<file path="config.mk">
export PLATFORM = sky130hd
export DESIGN_NAME = serial_audio_rx
export DESIGN_NICKNAME = d
export VERILOG_FILES = /design/src/rtl/sar_pkg.sv /design/src/rtl/sar_edge_track.sv /design/src/rtl/sar_shifter.sv /design/src/rtl/sar_formatter.sv /design/src/rtl/serial_audio_rx.sv
export SDC_FILE = /design/constraint.sdc
export NUM_CORES = 1
export LEC_CHECK = 0
export BUFFER_PORTS_ARGS = -buffer_cell sky130_fd_sc_hd__buf_4
export CORE_MARGIN = 2
export CORE_UTILIZATION = 45
export CTS_BUF_LIST = sky130_fd_sc_hd__clkbuf_4 sky130_fd_sc_hd__clkbuf_8
export DETAILED_ROUTE_END_ITERATION = 7
export GPL_ROUTABILITY_DRIVEN = 1
export HOLD_SLACK_MARGIN = 0.02
export PLACE_DENSITY = 0.69
export SLEW_MARGIN = 20
export SYNTH_ARGS = -nofsm -noshare
export SYNTH_HDL_FRONTEND = slang
export SYNTH_SLANG_ARGS = --single-unit
</file>
<file path="constraint.sdc">
create_clock -name clk -period 8.02 [get_ports clk]
set_input_delay 1.203 -clock clk [delete_from_list [all_inputs] [get_ports clk]]
set_output_delay 1.203 -clock clk [all_outputs]
set_load 0.05 [all_outputs]
</file>
<file path="src/rtl/sar_pkg.sv">
package sar_pkg;

    typedef enum logic [1:0] {
        FK_I2S   = 2'd0,
        FK_LEFT  = 2'd1,
        FK_RIGHT = 2'd2
    } frame_kind_e;

    typedef struct packed {
        frame_kind_e kind;
        logic [4:0]  rj_bits;
    } frame_cfg_t;

    // Map the 3-bit code onto framing and right-justified width.
    function automatic frame_cfg_t decode_fmt(input logic [2:0] code);
        frame_cfg_t c;
        c.kind    = FK_LEFT;
        c.rj_bits = 5'd24;
        case (code)
            3'd0, 3'd1: c.kind = FK_I2S;
            3'd2, 3'd7: c.kind = FK_LEFT;
            3'd3: begin c.kind = FK_RIGHT; c.rj_bits = 5'd24; end
            3'd4: begin c.kind = FK_RIGHT; c.rj_bits = 5'd20; end
            3'd5: begin c.kind = FK_RIGHT; c.rj_bits = 5'd18; end
            3'd6: begin c.kind = FK_RIGHT; c.rj_bits = 5'd16; end
            default: c.kind = FK_LEFT;
        endcase
        return c;
    endfunction

    // Frame-clock level that marks the left channel depends on framing.
    function automatic logic is_left_half(input frame_kind_e kind, input logic lr);
        return (kind == FK_I2S) ? ~lr : lr;
    endfunction

endpackage

</file>
<file path="src/rtl/sar_edge_track.sv">
module sar_edge_track #(
    parameter int CNT_W   = 5,
    parameter int POS_SAT = 25
) (
    input  logic             clk,
    input  logic             rst_n,
    input  logic             sclk_i,
    input  logic             lrck_i,
    output logic             rise_o,
    output logic             boundary_o,
    output logic             emit_o,
    output logic             prev_lr_o,
    output logic [CNT_W-1:0] pos_o
);

    localparam logic [CNT_W-1:0] SAT_C = CNT_W'(POS_SAT);

    typedef struct packed {
        logic             sclk;
        logic             primed;
        logic             armed;
        logic             prev_lr;
        logic [CNT_W-1:0] pos;
    } trk_t;

    trk_t trk_d, trk_q;

    always_comb begin
        trk_d      = trk_q;
        trk_d.sclk = sclk_i;
        rise_o     = sclk_i & ~trk_q.sclk;
        boundary_o = rise_o & trk_q.primed & (lrck_i != trk_q.prev_lr);
        emit_o     = boundary_o & trk_q.armed;
        prev_lr_o  = trk_q.prev_lr;
        if (boundary_o) begin
            pos_o = '0;
        end else if (trk_q.pos != SAT_C) begin
            pos_o = trk_q.pos + 1'b1;
        end else begin
            pos_o = trk_q.pos;
        end
        if (rise_o) begin
            trk_d.primed  = 1'b1;
            trk_d.prev_lr = lrck_i;
            trk_d.pos     = pos_o;
            if (boundary_o) begin
                trk_d.armed = 1'b1;
            end
        end
    end

    always_ff @(posedge clk or negedge rst_n) begin
        if (!rst_n) begin
            trk_q <= '0;
        end else begin
            trk_q <= trk_d;
        end
    end


    no_emit_before_arm_chk: assert property (@(posedge clk) disable iff (!rst_n)
        (emit_o) |-> (trk_q.primed && trk_q.armed));

endmodule

</file>
<file path="src/rtl/sar_shifter.sv">
module sar_shifter
    import sar_pkg::*;
#(
    parameter int WORD_W = 24,
    parameter int CNT_W  = 5
) (
    input  logic              clk,
    input  logic              rst_n,
    input  logic              rise_i,
    input  logic              boundary_i,
    input  logic [CNT_W-1:0]  pos_i,
    input  logic              bit_i,
    input  frame_cfg_t        cfg_i,
    output logic [WORD_W-1:0] word_o,
    output logic [CNT_W-1:0]  nbits_o
);

    localparam logic [CNT_W-1:0] FULL_C = CNT_W'(WORD_W);

    typedef struct packed {
        logic [WORD_W-1:0] sr;
        logic [CNT_W-1:0]  n;
    } shf_t;

    shf_t shf_d, shf_q;
    logic take;

    always_comb begin
        case (cfg_i.kind)
            FK_RIGHT: take = 1'b1;
            FK_LEFT:  take = (pos_i < FULL_C);
            default:  take = (pos_i != '0) && (pos_i <= FULL_C);
        endcase
    end

    always_comb begin
        shf_d = shf_q;
        if (rise_i) begin
            if (boundary_i) begin
                shf_d.sr = take ? {{(WORD_W-1){1'b0}}, bit_i} : '0;
                shf_d.n  = take ? CNT_W'(1) : '0;
            end else if (take) begin
                shf_d.sr = {shf_q.sr[WORD_W-2:0], bit_i};
                shf_d.n  = (shf_q.n == FULL_C) ? FULL_C : shf_q.n + 1'b1;
            end
        end
    end

    always_ff @(posedge clk or negedge rst_n) begin
        if (!rst_n) begin
            shf_q <= '0;
        end else begin
            shf_q <= shf_d;
        end
    end

    assign word_o  = shf_q.sr;
    assign nbits_o = shf_q.n;


    count_bound_chk: assert property (@(posedge clk) disable iff (!rst_n)
        shf_q.n <= FULL_C);


    i2s_delay_slot_chk: assert property (@(posedge clk) disable iff (!rst_n)
        (boundary_i && cfg_i.kind == FK_I2S) |=> (shf_q.n == '0));


    lj_first_slot_chk: assert property (@(posedge clk) disable iff (!rst_n)
        (boundary_i && cfg_i.kind == FK_LEFT) |=> (shf_q.n == CNT_W'(1) && shf_q.sr[0] == $past(bit_i)));

endmodule

</file>
<file path="src/rtl/sar_formatter.sv">
module sar_formatter
    import sar_pkg::*;
#(
    parameter int WORD_W = 24,
    parameter int CNT_W  = 5
) (
    input  logic              clk,
    input  logic              rst_n,
    input  logic              emit_i,
    input  logic              left_i,
    input  frame_cfg_t        cfg_i,
    input  logic [WORD_W-1:0] word_i,
    input  logic [CNT_W-1:0]  nbits_i,
    output logic [WORD_W-1:0] l_data_o,
    output logic              l_valid_o,
    output logic [WORD_W-1:0] r_data_o,
    output logic              r_valid_o
);

    localparam logic [CNT_W-1:0] FULL_C = CNT_W'(WORD_W);

    typedef struct packed {
        logic [WORD_W-1:0] l_data;
        logic              l_valid;
        logic [WORD_W-1:0] r_data;
        logic              r_valid;
    } out_t;

    out_t out_d, out_q;
    logic [WORD_W-1:0] shaped;
    logic              sign_b;

    always_comb begin
        sign_b = word_i[cfg_i.rj_bits - 5'd1];
        shaped = '0;
        if (cfg_i.kind == FK_RIGHT) begin
            for (int i = 0; i < WORD_W; i++) begin
                shaped[i] = (i < int'(cfg_i.rj_bits)) ? word_i[i] : sign_b;
            end
        end else begin
            shaped = word_i << (FULL_C - nbits_i);
        end
    end

    always_comb begin
        out_d         = out_q;
        out_d.l_valid = 1'b0;
        out_d.r_valid = 1'b0;
        if (emit_i) begin
            if (left_i) begin
                out_d.l_data  = shaped;
                out_d.l_valid = 1'b1;
            end else begin
                out_d.r_data  = shaped;
                out_d.r_valid = 1'b1;
            end
        end
    end

    always_ff @(posedge clk or negedge rst_n) begin
        if (!rst_n) begin
            out_q <= '0;
        end else begin
            out_q <= out_d;
        end
    end

    assign l_data_o  = out_q.l_data;
    assign l_valid_o = out_q.l_valid;
    assign r_data_o  = out_q.r_data;
    assign r_valid_o = out_q.r_valid;


    rj16_sign_ext_chk: assert property (@(posedge clk) disable iff (!rst_n)
        (out_q.l_valid && $past(cfg_i.kind == FK_RIGHT && cfg_i.rj_bits == 5'd16))
        |-> ((&out_q.l_data[WORD_W-1:15]) || !(|out_q.l_data[WORD_W-1:15])));

endmodule

</file>
<file path="src/rtl/serial_audio_rx.sv">
module serial_audio_rx
    import sar_pkg::*;
#(
    parameter int WORD_W = 24
) (
    input  logic              clk,
    input  logic              rst_n,
    input  logic [2:0]        fmt_sel,
    input  logic              sclk,
    input  logic              lrck,
    input  logic              sdata,
    output logic [WORD_W-1:0] left_sample,
    output logic              left_strobe,
    output logic [WORD_W-1:0] right_sample,
    output logic              right_strobe
);

    localparam int CNT_W   = $clog2(WORD_W + 2);
    localparam int POS_SAT = WORD_W + 1;

    frame_cfg_t        cfg;
    logic              rise, boundary, emit, prev_lr, ending_left;
    logic [CNT_W-1:0]  pos, nbits;
    logic [WORD_W-1:0] word;

    assign cfg         = decode_fmt(fmt_sel);
    assign ending_left = is_left_half(cfg.kind, prev_lr);

    sar_edge_track #(.CNT_W(CNT_W), .POS_SAT(POS_SAT)) u_track (
        .clk        (clk),
        .rst_n      (rst_n),
        .sclk_i     (sclk),
        .lrck_i     (lrck),
        .rise_o     (rise),
        .boundary_o (boundary),
        .emit_o     (emit),
        .prev_lr_o  (prev_lr),
        .pos_o      (pos)
    );

    sar_shifter #(.WORD_W(WORD_W), .CNT_W(CNT_W)) u_shift (
        .clk        (clk),
        .rst_n      (rst_n),
        .rise_i     (rise),
        .boundary_i (boundary),
        .pos_i      (pos),
        .bit_i      (sdata),
        .cfg_i      (cfg),
        .word_o     (word),
        .nbits_o    (nbits)
    );

    sar_formatter #(.WORD_W(WORD_W), .CNT_W(CNT_W)) u_fmt (
        .clk       (clk),
        .rst_n     (rst_n),
        .emit_i    (emit),
        .left_i    (ending_left),
        .cfg_i     (cfg),
        .word_i    (word),
        .nbits_i   (nbits),
        .l_data_o  (left_sample),
        .l_valid_o (left_strobe),
        .r_data_o  (right_sample),
        .r_valid_o (right_strobe)
    );


    strobe_exclusive_chk: assert property (@(posedge clk) disable iff (!rst_n)
        $onehot0({left_strobe, right_strobe}));


    left_pulse_chk: assert property (@(posedge clk) disable iff (!rst_n)
        left_strobe |=> !left_strobe);


    right_pulse_chk: assert property (@(posedge clk) disable iff (!rst_n)
        right_strobe |=> !right_strobe);


    left_hold_chk: assert property (@(posedge clk) disable iff (!rst_n)
        !left_strobe |-> $stable(left_sample));


    right_hold_chk: assert property (@(posedge clk) disable iff (!rst_n)
        !right_strobe |-> $stable(right_sample));

endmodule

</file>
==> results of run 1 <==
[worst min path at each step]
stage                                      to  slack, ps
6_report       u_fmt.r_data_o[23]$_DFFE_PN0P_        480
5_1_grt        u_fmt.l_data_o[23]$_DFFE_PN0P_        520
4_1_cts        u_fmt.r_data_o[23]$_DFFE_PN0P_        490
3_5_place_dp   u_fmt.r_data_o[23]$_DFFE_PN0P_        470
3_3_place_gp   u_fmt.r_data_o[13]$_DFFE_PN0P_        460
2_1_floorplan    u_track.trk_q[7]$_DFFE_PN0N_        450
[synthesized netlist by cell type, drive strengths merged (3+ instances only)]
cell type  number  area (um^2)
mux2i          21          210
a22oi           5         37.5
o31ai           5         37.5
nand2          60          225
nand4           4         25.0
a21oi          16         80.1
and3            4         25.0
or3             3         18.8
dfrtp          88         2200
a31oi           9         56.3
a22o           29          254
nor3            8         56.3
nor2b          10         62.6
mux4           17          394
a21boi          5         37.5
ha              9          113
o211ai          5         37.5
a211oi          8         72.6
clkbuf          9         33.8
clkinv          3         11.3
o21ai          36          195
buf            21          148
nand2b          8         50.1
nor2            9         33.8
xnor2           8         77.6
mux2           39          439
nand3          17         90.1
a32o            3         30.0
nand3b          3         22.5
inv            10         37.5
[kinds of logic after synthesis]
family                   Yosys count  share of synthesized area
XOR/XNOR                          10                     0.0211
adder cells (fa/ha/maj)            9                     0.0209
multiplexers                      77                      0.194
buffers and inverters             43                     0.0428
AND/OR/NAND/NOR                  135                      0.127
flip-flops                        88                      0.409
AO/OA/AOI/OAI                    140                      0.186
[power by group through the flow]
stage / Combinational [uW] / Clock (uW) / Sequential, uW
6_report: 1110 / 317 / 645
5_1_grt: 1190 / 348 / 661
4_1_cts: 1100 / 326 / 644
3_5_place_dp: 1100 / 0 / 652
3_3_place_gp: 1080 / 0 / 648
2_1_floorplan: 687 / 0 / 818
[layer usage]
layer,share of wire,wire length (um),vias up
li1,-,-,1978
met4,0.014,187,0
met1,0.45,6190,2211
met3,0.061,840,17
met2,0.47,6460,174
met5,0,0,-
[per-stage QoR]
stage / power (uW) / utilization / area [um^2] / hold slack [ps] / cells
after floorplan: 1510 / - / 5390 / 448 / 502
after global placement: 1730 / 0.505 / 5840 / 462 / 676
after detailed placement: 1750 / 0.505 / 5840 / 469 / 676
after CTS: 2070 / 0.523 / 6050 / 488 / 692
after global routing: 2200 / 0.524 / 6060 / 518 / 692
final: 2070 / 0.524 / 6060 / 480 / 692
[sequential cells by signal (all words and copies together) (netlist names)]
| register | flops |
|---|---|
| u_fmt.r_valid_o | 1 |
| u_track.prev_lr_o | 1 |
| u_fmt.l_data_o | 24 |
| u_fmt.r_data_o | 24 |
| u_shift.word_o | 24 |
| u_shift.nbits_o | 5 |
| u_track.trk_q | 8 |
| u_fmt.l_valid_o | 1 |
[worst register-to-register path: cells and delay by family, from the launching register on]
kind | cells | cell delay, ps
buffers and inverters | 3 | 910
muxes | 3 | 1160
adders and majority gates | 1 | 310
DFF | 1 | 330
AOI/OAI and AO/OA | 3 | 620
[area by class of cell]
cell class | count | area, um^2 | share of cell area
sequential | 88 | 2200 | 0.364
clock buffer | 12 | 159 | 0.0262
multi-input combinational | 371 | 2950 | 0.488
timing repair buffer | 61 | 462 | 0.0762
tap | 143 | 179 | 0.0295
inverter | 13 | 48.8 | 0.00806
clock inverter | 4 | 52.6 | 0.00868
==> results.json, run 1 <==
{
  "synth_flop_cell": "dfrtp_1",
  "syn_area_per_cell_um2": 10.7,
  "crit_path_start": "sclk",
  "synth-seq-cells": 88,
  "crit_path_end_kind": "flip-flop",
  "ctsResizeCount": 0,
  "finalClockSkew_ps": 6.33,
  "area_growth_pct": 12.5,
  "wire_per_inst_um": 19.8,
  "nFillCells": 1002,
  "path_max_fanout": 19,
  "rsz0062_at_grt": "no",
  "grt_pass1_vias": 4088,
  "mostFrequentLayoutCell": "dfrtp_1",
  "min_from": "u_fmt.r_data_o[23]$_DFFE_PN0P_",
  "powerDensity_mw_per_mm2": 342,
  "start_util": 0.466,
  "use_met2": 0.339,
  "synth_seq_area_share": 0.409,
  "min_path_type": "reg2reg",
  "switching_share": 0.467,
  "p_sw_uw": 967,
  "h-tree-depth": 3,
  "crit_chain": "buf_4 > nor2b_1 > and3_1 > nand3b_1 > clkinv_1 > mux2_2",
  "row_count": 39,
  "drt_pass1_iterations": 5,
  "worst_slack_ps": 4380,
  "timing.rr.end": "u_fmt.l_data_o[16]$_DFFE_PN0P_",
  "syn_area_mm2": 0.00539,
  "cts-root-buf": "clkbuf_8",
  "grt_overflow_total": 0,
  "worstMarginPinSlew_ps": 1070,
  "fin_crit_sh": 0.453,
  "ant_nets": 0,
  "clock_latency_ps": 350,
  "r2r_cells": 10,
  "fmax_mhz": 275,
  "portBuffers": 57,
  "fin_crit_ps": 3640,
  "synth_nets": 519,
  "crit-reg2reg-launch": "u_shift.nbits_o[0]$_DFFE_PN0P_",
  "drc": 0,
  "internal_power_uw": 1110,
  "seqPwrFrac": 0.311,
  "required_ps": 8260,
  "pre_cts_slack_ps": 4000,
  "worstSetupPathType": "in2reg",
  "cpLargestDelayFamily": "simple AND/OR/NAND/NOR gates",
  "timing.final.hold_violations": 0,
  "drtIter0Drc": 497,
  "setup_tns_ps": 0,
  "die_y_um": 113,
  "crit_path_end": "u_fmt.l_data_o[11]$_DFFE_PN0P_",
  "clock-sinks": 88,
  "cp.depth": 6,
  "min_path_cells": 2,
  "nets": 561,
  "postCtsSetupRepairBufs": 0,
  "grt.busiest_layer": "met2",
  "setup_violations": 0,
  "n_antenna_cell": 0,
  "die_w_um": 113,
  "critPathLaunchType": "input pin",
  "final_cell_mix": "dfrtp_1 (88), nand2_1 (60), buf_4 (60), mux2_2 (39), o21ai_0 (34)",
  "synth_cells": 502,
  "yosysWarnings": 0,
  "cp_num_buf_inv": 2,
  "ff2ff_setup_slack_ps": 4580,
  "floorplan.core_area_mm2": 0.0116,
  "slowest_delay_ps": 590,
  "grt.total_usage": 0.220,
  "vdd_drop_max_v": 0.000177,
  "gp_congestion": 0.903,
  "async_reset_ff_frac": 1.00,
  "grt_start_max_net_pins": 89,
  "vias": 4380,
  "critPathSlowestCell": "nand3b_1",
  "synth_edf_count": 0,
  "critPathArrivalTime_ps": 3880,
  "grt_util_met1": 0.321,
  "cts_inserted_buffers": 9,
  "ios": 58,
  "synthDistinctLibCells": 63,
  "viasPerCell": 6.33,
  "slew_headroom": 0.282,
  "die-area_mm2": 0.0129,
  "clock_path_buffers": 2,
  "grt_pass1_wl_mm": 22.3,
  "maxCapViolCount": 0,
  "report.final.slew_viol_count": 0,
  "outcome": "completed",
  "cts_tree": "done",
  "drive_gt1_frac": 0.251,
  "clock_power_share": 0.153,
  "antenna_found_initial": 0,
  "comb_power_share": 0.536,
  "holdBufCountCts": 0,
  "clkSlewWorstSetupHoldPaths_ps": 80,
  "post-dp-hpwl_mm": 9.90,
  "drt_wl_total_mm": 13.7,
  "grt_util_met3": 0.0414,
  "leakagePower_uw": 0.00273
}
No activity file was read; power rests on OpenSTA's default activity.
==> inputs of run 2 (changes only) <==
- ABC_AREA: default -> 1
- clock period: 8.02 -> 3.6 ns (I/O delays scaled with it)
==> results.json, run 2 <==
{
  "worstSetupPathType": "in2reg",
  "viasPerCell": 5.37,
  "worstMarginPinSlew_ps": 799,
  "async_reset_ff_frac": 1.00,
  "maxCapViolCount": 0,
  "finalClockSkew_ps": 12.9,
  "synth_top_area_share": 0.397,
  "synth-seq-cells": 88,
  "nets": 862,
  "crit_path_end_kind": "flip-flop",
  "required_ps": 3880,
  "outcome": "completed",
  "critPathLaunchType": "input pin",
  "path_max_fanout": 24,
  "postLayoutCellArea_mm2": 0.00623,
  "die-area_mm2": 0.0132,
  "synth_seq_area_share": 0.397,
  "drtIter0Drc": 496,
  "drt_wl_total_mm": 15.1,
  "wire_per_inst_um": 15.2,
  "die_y_um": 115,
  "cts-root-buf": "clkbuf_8",
  "grt_pass1_vias": 4916,
  "grt_pass1_wl_mm": 25.0,
  "placed_area_mm2": 0.00602,
  "cts_inserted_buffers": 9,
  "pre_cts_slack_ps": 419,
  "area_growth_pct": 12.1,
  "ant_nets": 0,
  "drive_gt1_frac": 0.127,
  "grt_overflow_total": 0,
  "powerDensity_mw_per_mm2": 858,
  "crit-reg2reg-launch": "u_shift.nbits_o[1]$_DFFE_PN0P_",
  "floorplan.core_area_mm2": 0.0120,
  "row_count": 40,
  "holdBufCountCts": 0,
  "leakagePower_uw": 0.00331,
  "drt_pass1_iterations": 5,
  "timing.final.hold_violations": 0,
  "die_w_um": 115,
  "cts_tree": "done",
  "slew_headroom": 0.468,
  "h-tree-depth": 3,
  "fin_crit_ps": 2800,
  "clock_latency_ps": 390,
  "post-dp-hpwl_mm": 11.1,
  "vdd_drop_max_v": 0.000338,
  "yosys.area.top_type": "dfrtp_1",
  "syn_area_mm2": 0.00555,
  "grt.total_usage": 0.242,
  "grt_start_max_net_pins": 65,
  "syn_area_per_cell_um2": 6.88,
  "start_util": 0.462,
  "synth_most_common_cell": "nand2_1",
  "yosysWarnings": 0,
  "antenna_found_initial": 0,
  "mostFrequentLayoutCell": "nand2_1",
  "gp_congestion": 0.912,
  "worst_slack_ps": 798,
  "synthDistinctLibCells": 32,
  "ctsResizeCount": 0,
  "vias": 5356,
  "drc": 0,
  "synth_edf_count": 0,
  "portBuffers": 57,
  "ios": 58,
  "setup_tns_ps": 0,
  "power.total_uw": 5340,
  "n_antenna_cell": 0,
  "clock-sinks": 88,
  "critPathArrivalTime_ps": 3080,
  "synth_nets": 824,
  "crit_path_start": "fmt_sel[1]",
  "report.final.slew_viol_count": 0,
  "fin_crit_sh": 0.778,
  "synth_flop_cell": "dfrtp_1",
  "synth_cells": 807,
  "clkSlewWorstSetupHoldPaths_ps": 90,
  "rsz0062_at_grt": "no",
  "synth_area_leaders": "dfrtp_1 (40%), nand2_1 (21%), nand3_1 (13%)",
  "setup_violations": 0,
  "final_cell_mix": "nand2_1 (316), nand3_1 (140), dfrtp_1 (88), buf_4 (71), inv_1 (50)",
  "min_path_type": "in2async",
  "fmax_mhz": 357,
  "post-route-util": 0.518,
  "postCtsSetupRepairBufs": 0,
  "clock_path_buffers": 2,
  "ys_top_cells_by_count": "nand2_1 (316), nand3_1 (140), dfrtp_1 (88)"
}
## run 2: cell types whose count changed after synthesis, moves of 12 or more
cell,before,now
nand3_1,16,140
mux4_2,14,0
mux2_2,39,0
o21ai_1,0,15
inv_1,10,50
buf_2,10,22
nand2_1,60,316
mux2i_1,21,1
a22o_1,29,0
nor2_1,9,40
## run 2: layer usage
metal,up-vias,global-route usage,wire length (um)
met2,186,0.364,6750
met3,30,0.0411,888
met1,2442,0.346,7120
met5,-,0,0
met4,0,0.0996,386
li1,2698,-,-
## run 2: power by group
part           leakage, uW  switching (uW)  internal (uW)  total (uW)
registers          0.00119             194           1210        1400
clock network     0.000102             365            341         706
logic              0.00202            2270            967        3230
## run 2: worst max-delay path, cell delays in order
cell	delay [ps]
buf_4	120
inv_1	110
nor2_1	80
nand2_1	110
nand2_1	80
inv_1	100
nand2_1	90
inv_1	150
o21ai_0	190
ha_1	260
xnor2_1	380
inv_1	130
nor3_4	140
inv_1	350
nand2_1	190
nand2_1	70
## run 2: area by class of cell
class                   count  area [um^2]
repair buffers             71          533
flip-flops and latches     88         2200
inverters                  57          216
fillers                  1267         5790
multi-input cells         618         2880
clock inverters             6         68.8
well taps                 147          184
clock buffers              10          138
## run 2: per-stage QoR
step,instances,hold slack (ps)
3_3_place_gp,981,436
4_1_cts,997,240
6_report,997,242
2_1_floorplan,807,244
5_1_grt,997,248
3_5_place_dp,981,447
## run 2: path summary, 6_finish.rpt
| path | depth (start not counted) | end | slack (ps) |
|---|---|---|---|
| max | 16 | u_fmt.r_data_o[21]$_DFFE_PN0P_ | 800 |
| min | 1 | u_shift.word_o[10]$_DFFE_PN0P_ | 240 |
| max reg2reg | 12 | u_fmt.r_data_o[12]$_DFFE_PN0P_ | 850 |
| min reg2reg | 2 | u_track.trk_q[7]$_DFFE_PN0N_ | 460 |
| max in group asynchronous | 2 | u_shift.word_o[20]$_DFFE_PN0P_ | 2640 |
| min in group clk | 1 | u_track.trk_q[8]$_DFF_PN0_ | 260 |
## run 2: cell families after synthesis
family / Yosys count / share of synthesized area
xor+xnor: 9 / 0.0210
flops: 88 / 0.397
buf+inv: 101 / 0.0838
simple gates: 523 / 0.403
compound gates: 76 / 0.0735
fa+ha+maj: 9 / 0.0203
mux: 1 / 0.00180
==> inputs of run 3 (changes only) <==
- PLACE_DENSITY: 0.69 -> 0.71
- clock period: 3.6 -> 2.4 ns (I/O delays scaled with it)
==> results.json, run 3 (synthesis results as in run 2) <==
{
  "outcome": "completed",
  "required_ps": 2680,
  "gp_congestion": 0.946,
  "cts_inserted_buffers": 9,
  "final_cell_mix": "nand2_1 (316), nand3_1 (140), dfrtp_1 (88), buf_4 (83), inv_1 (49)",
  "n_antenna_cell": 0,
  "met2_length_mm": 6.40,
  "timing.final.hold_violations": 0,
  "ant_nets": 0,
  "min_from": "sclk",
  "drtIter0Drc": 510,
  "register_area_mm2": 0.00220,
  "worstSetupPathType": "reg2reg",
  "nets": 879,
  "grt_pass1_wl_mm": 24.5,
  "maxCapViolCount": 0,
  "mostFrequentLayoutCell": "nand2_1",
  "critPathSlowestCell": "dfrtp_1",
  "cts_tree": "done",
  "slowest_delay_ps": 400,
  "die-area_mm2": 0.0132,
  "clock-sinks": 88,
  "crit_path_start": "u_shift.nbits_o[1]$_DFFE_PN0P_",
  "drc": 0,
  "worstMarginPinSlew_ps": 506,
  "vdd_drop_max_v": 0.000578,
  "crit-reg2reg-launch": "u_shift.nbits_o[1]$_DFFE_PN0P_",
  "antenna_found_initial": 0,
  "clock_latency_ps": 390,
  "die_y_um": 115,
  "nFillCells": 1227,
  "critical_path.most_common_cell": "nand3_1",
  "power.total_uw": 8080,
  "grt_overflow_total": 0,
  "crit_path_end_kind": "flip-flop",
  "crit_chain": "inv_1 > ha_1 > inv_1 > buf_4 > buf_4 > nand2_1 > nand3_1 > nand3_1 > nand3_1 > nand3_1 > nand3_1 > nand2_1",
  "multiInputGateArea_mm2": 0.00289,
  "rsz0062_at_grt": "no",
  "clock_power_share": 0.116,
  "start_util": 0.462,
  "fmax_mhz": 459,
  "top_layer_used": "met4",
  "row_count": 40,
  "fin_crit_ps": 2180,
  "wire_per_inst_um": 14.5,
  "drt_wl_total_mm": 14.7,
  "grt_pass1_vias": 4809,
  "critPathLaunchType": "flip-flop",
  "internal_power_uw": 3800,
  "die_w_um": 115,
  "vias": 5325,
  "setup_tns_ps": 0,
  "drt-met1-wl_mm": 7.13,
  "fin_crit_sh": 0.907,
  "powerDensity_mw_per_mm2": 1270,
  "cts-root-buf": "clkbuf_8",
  "floorplan.core_area_mm2": 0.0120,
  "viasPerCell": 5.25,
  "leakagePower_uw": 0.00339,
  "grt_start_max_net_pins": 53,
  "area_growth_pct": 14.9,
  "post-dp-hpwl_mm": 10.9,
  "clkSlewWorstSetupHoldPaths_ps": 90,
  "min_path_type": "in2reg",
  "portBuffers": 57,
  "h-tree-depth": 3,
  "p_sw_uw": 4290,
  "path_max_fanout": 15,
  "drt_pass1_iterations": 5,
  "critPathArrivalTime_ps": 2450,
  "seqPwrFrac": 0.258,
  "grt.total_usage": 0.237,
  "drive_gt1_frac": 0.145,
  "finalClockSkew_ps": 11.2,
  "slew_headroom": 0.662,
  "report.final.slew_viol_count": 0,
  "clock_path_buffers": 2,
  "wl_met3_um": 920,
  "comb_power_share": 0.626,
  "ios": 58,
  "setup_violations": 0,
  "switching_share": 0.530
}
==> run 3: what timing repair did <==
action / CTS / global route
endpoints found under the hold margin: 34 / 0
setup endpoints to repair: 0 / 2
gates resized for setup: 0 / 1
setup buffers: 0 / 0
hold buffers: 1 / 0
==> run 3: layout make-up <==
cell class / instances / area share
Timing Repair Buffer: 88 / 0.112
Clock inverter: 7 / 0.00745
Clock buffer: 9 / 0.0194
Inverter: 57 / 0.0339
Sequential cell: 88 / 0.345
Multi-Input combinational cell: 618 / 0.453
Tap cell: 147 / 0.0288
==> run 3: per-layer routing <==
metal / global-route usage / vias to the layer above
li1: - / 2716
met1: 0.354 / 2413
met2: 0.350 / 181
met3: 0.0395 / 15
met4: 0.0731 / 0
met5: 0 / -
==> run 3: final timing paths <==
kind | endpoint | depth (start not counted) | slack, ps
min in group asynchronous | u_fmt.r_data_o[12]$_DFFE_PN0P_ | 2 | 450
min | u_track.trk_q[8]$_DFF_PN0_ | 1 | 80
max reg2reg | u_fmt.r_data_o[20]$_DFFE_PN0P_ | 12 | 220
max | u_fmt.r_data_o[20]$_DFFE_PN0P_ | 12 | 220
max in group asynchronous | u_shift.nbits_o[3]$_DFFE_PN0P_ | 3 | 1350
min reg2reg | u_track.trk_q[7]$_DFFE_PN0N_ | 2 | 470
==> run 3: through the flow <==
stage / util / setup WS [ps] / cell area [um^2] / hold slack [ps] / instances
2_1_floorplan: - / 10.4 / 5560 / 64.4 / 807
3_3_place_gp: 0.516 / 63.6 / 6200 / 336 / 997
3_5_place_dp: 0.516 / -51.3 / 6200 / 332 / 997
4_1_cts: 0.531 / 158 / 6380 / 67.1 / 1014
5_1_grt: 0.531 / 34.7 / 6380 / 76.8 / 1014
6_report: 0.531 / 223 / 6380 / 82.3 / 1014
==> run 3: worst max-delay path: cells and delay by family (launching register included) <==
kind                       cells  cell delay, ps
adders and majority gates      1             300
and+or+nand+nor                7             700
buffers and inverters          4             660
DFF                            1             400
==> run 3: power groups by stage <==
| stage | clock network [uW] | logic [uW] | registers [uW] |
|---|---|---|---|
| global placement | 0 | 4980 | 2110 |
| detailed placement | 0 | 4990 | 2110 |
| global route | 1020 | 5590 | 2120 |
| CTS | 968 | 5010 | 2080 |
| finish | 942 | 5060 | 2080 |
| floorplan | 0 | 3060 | 2730 |
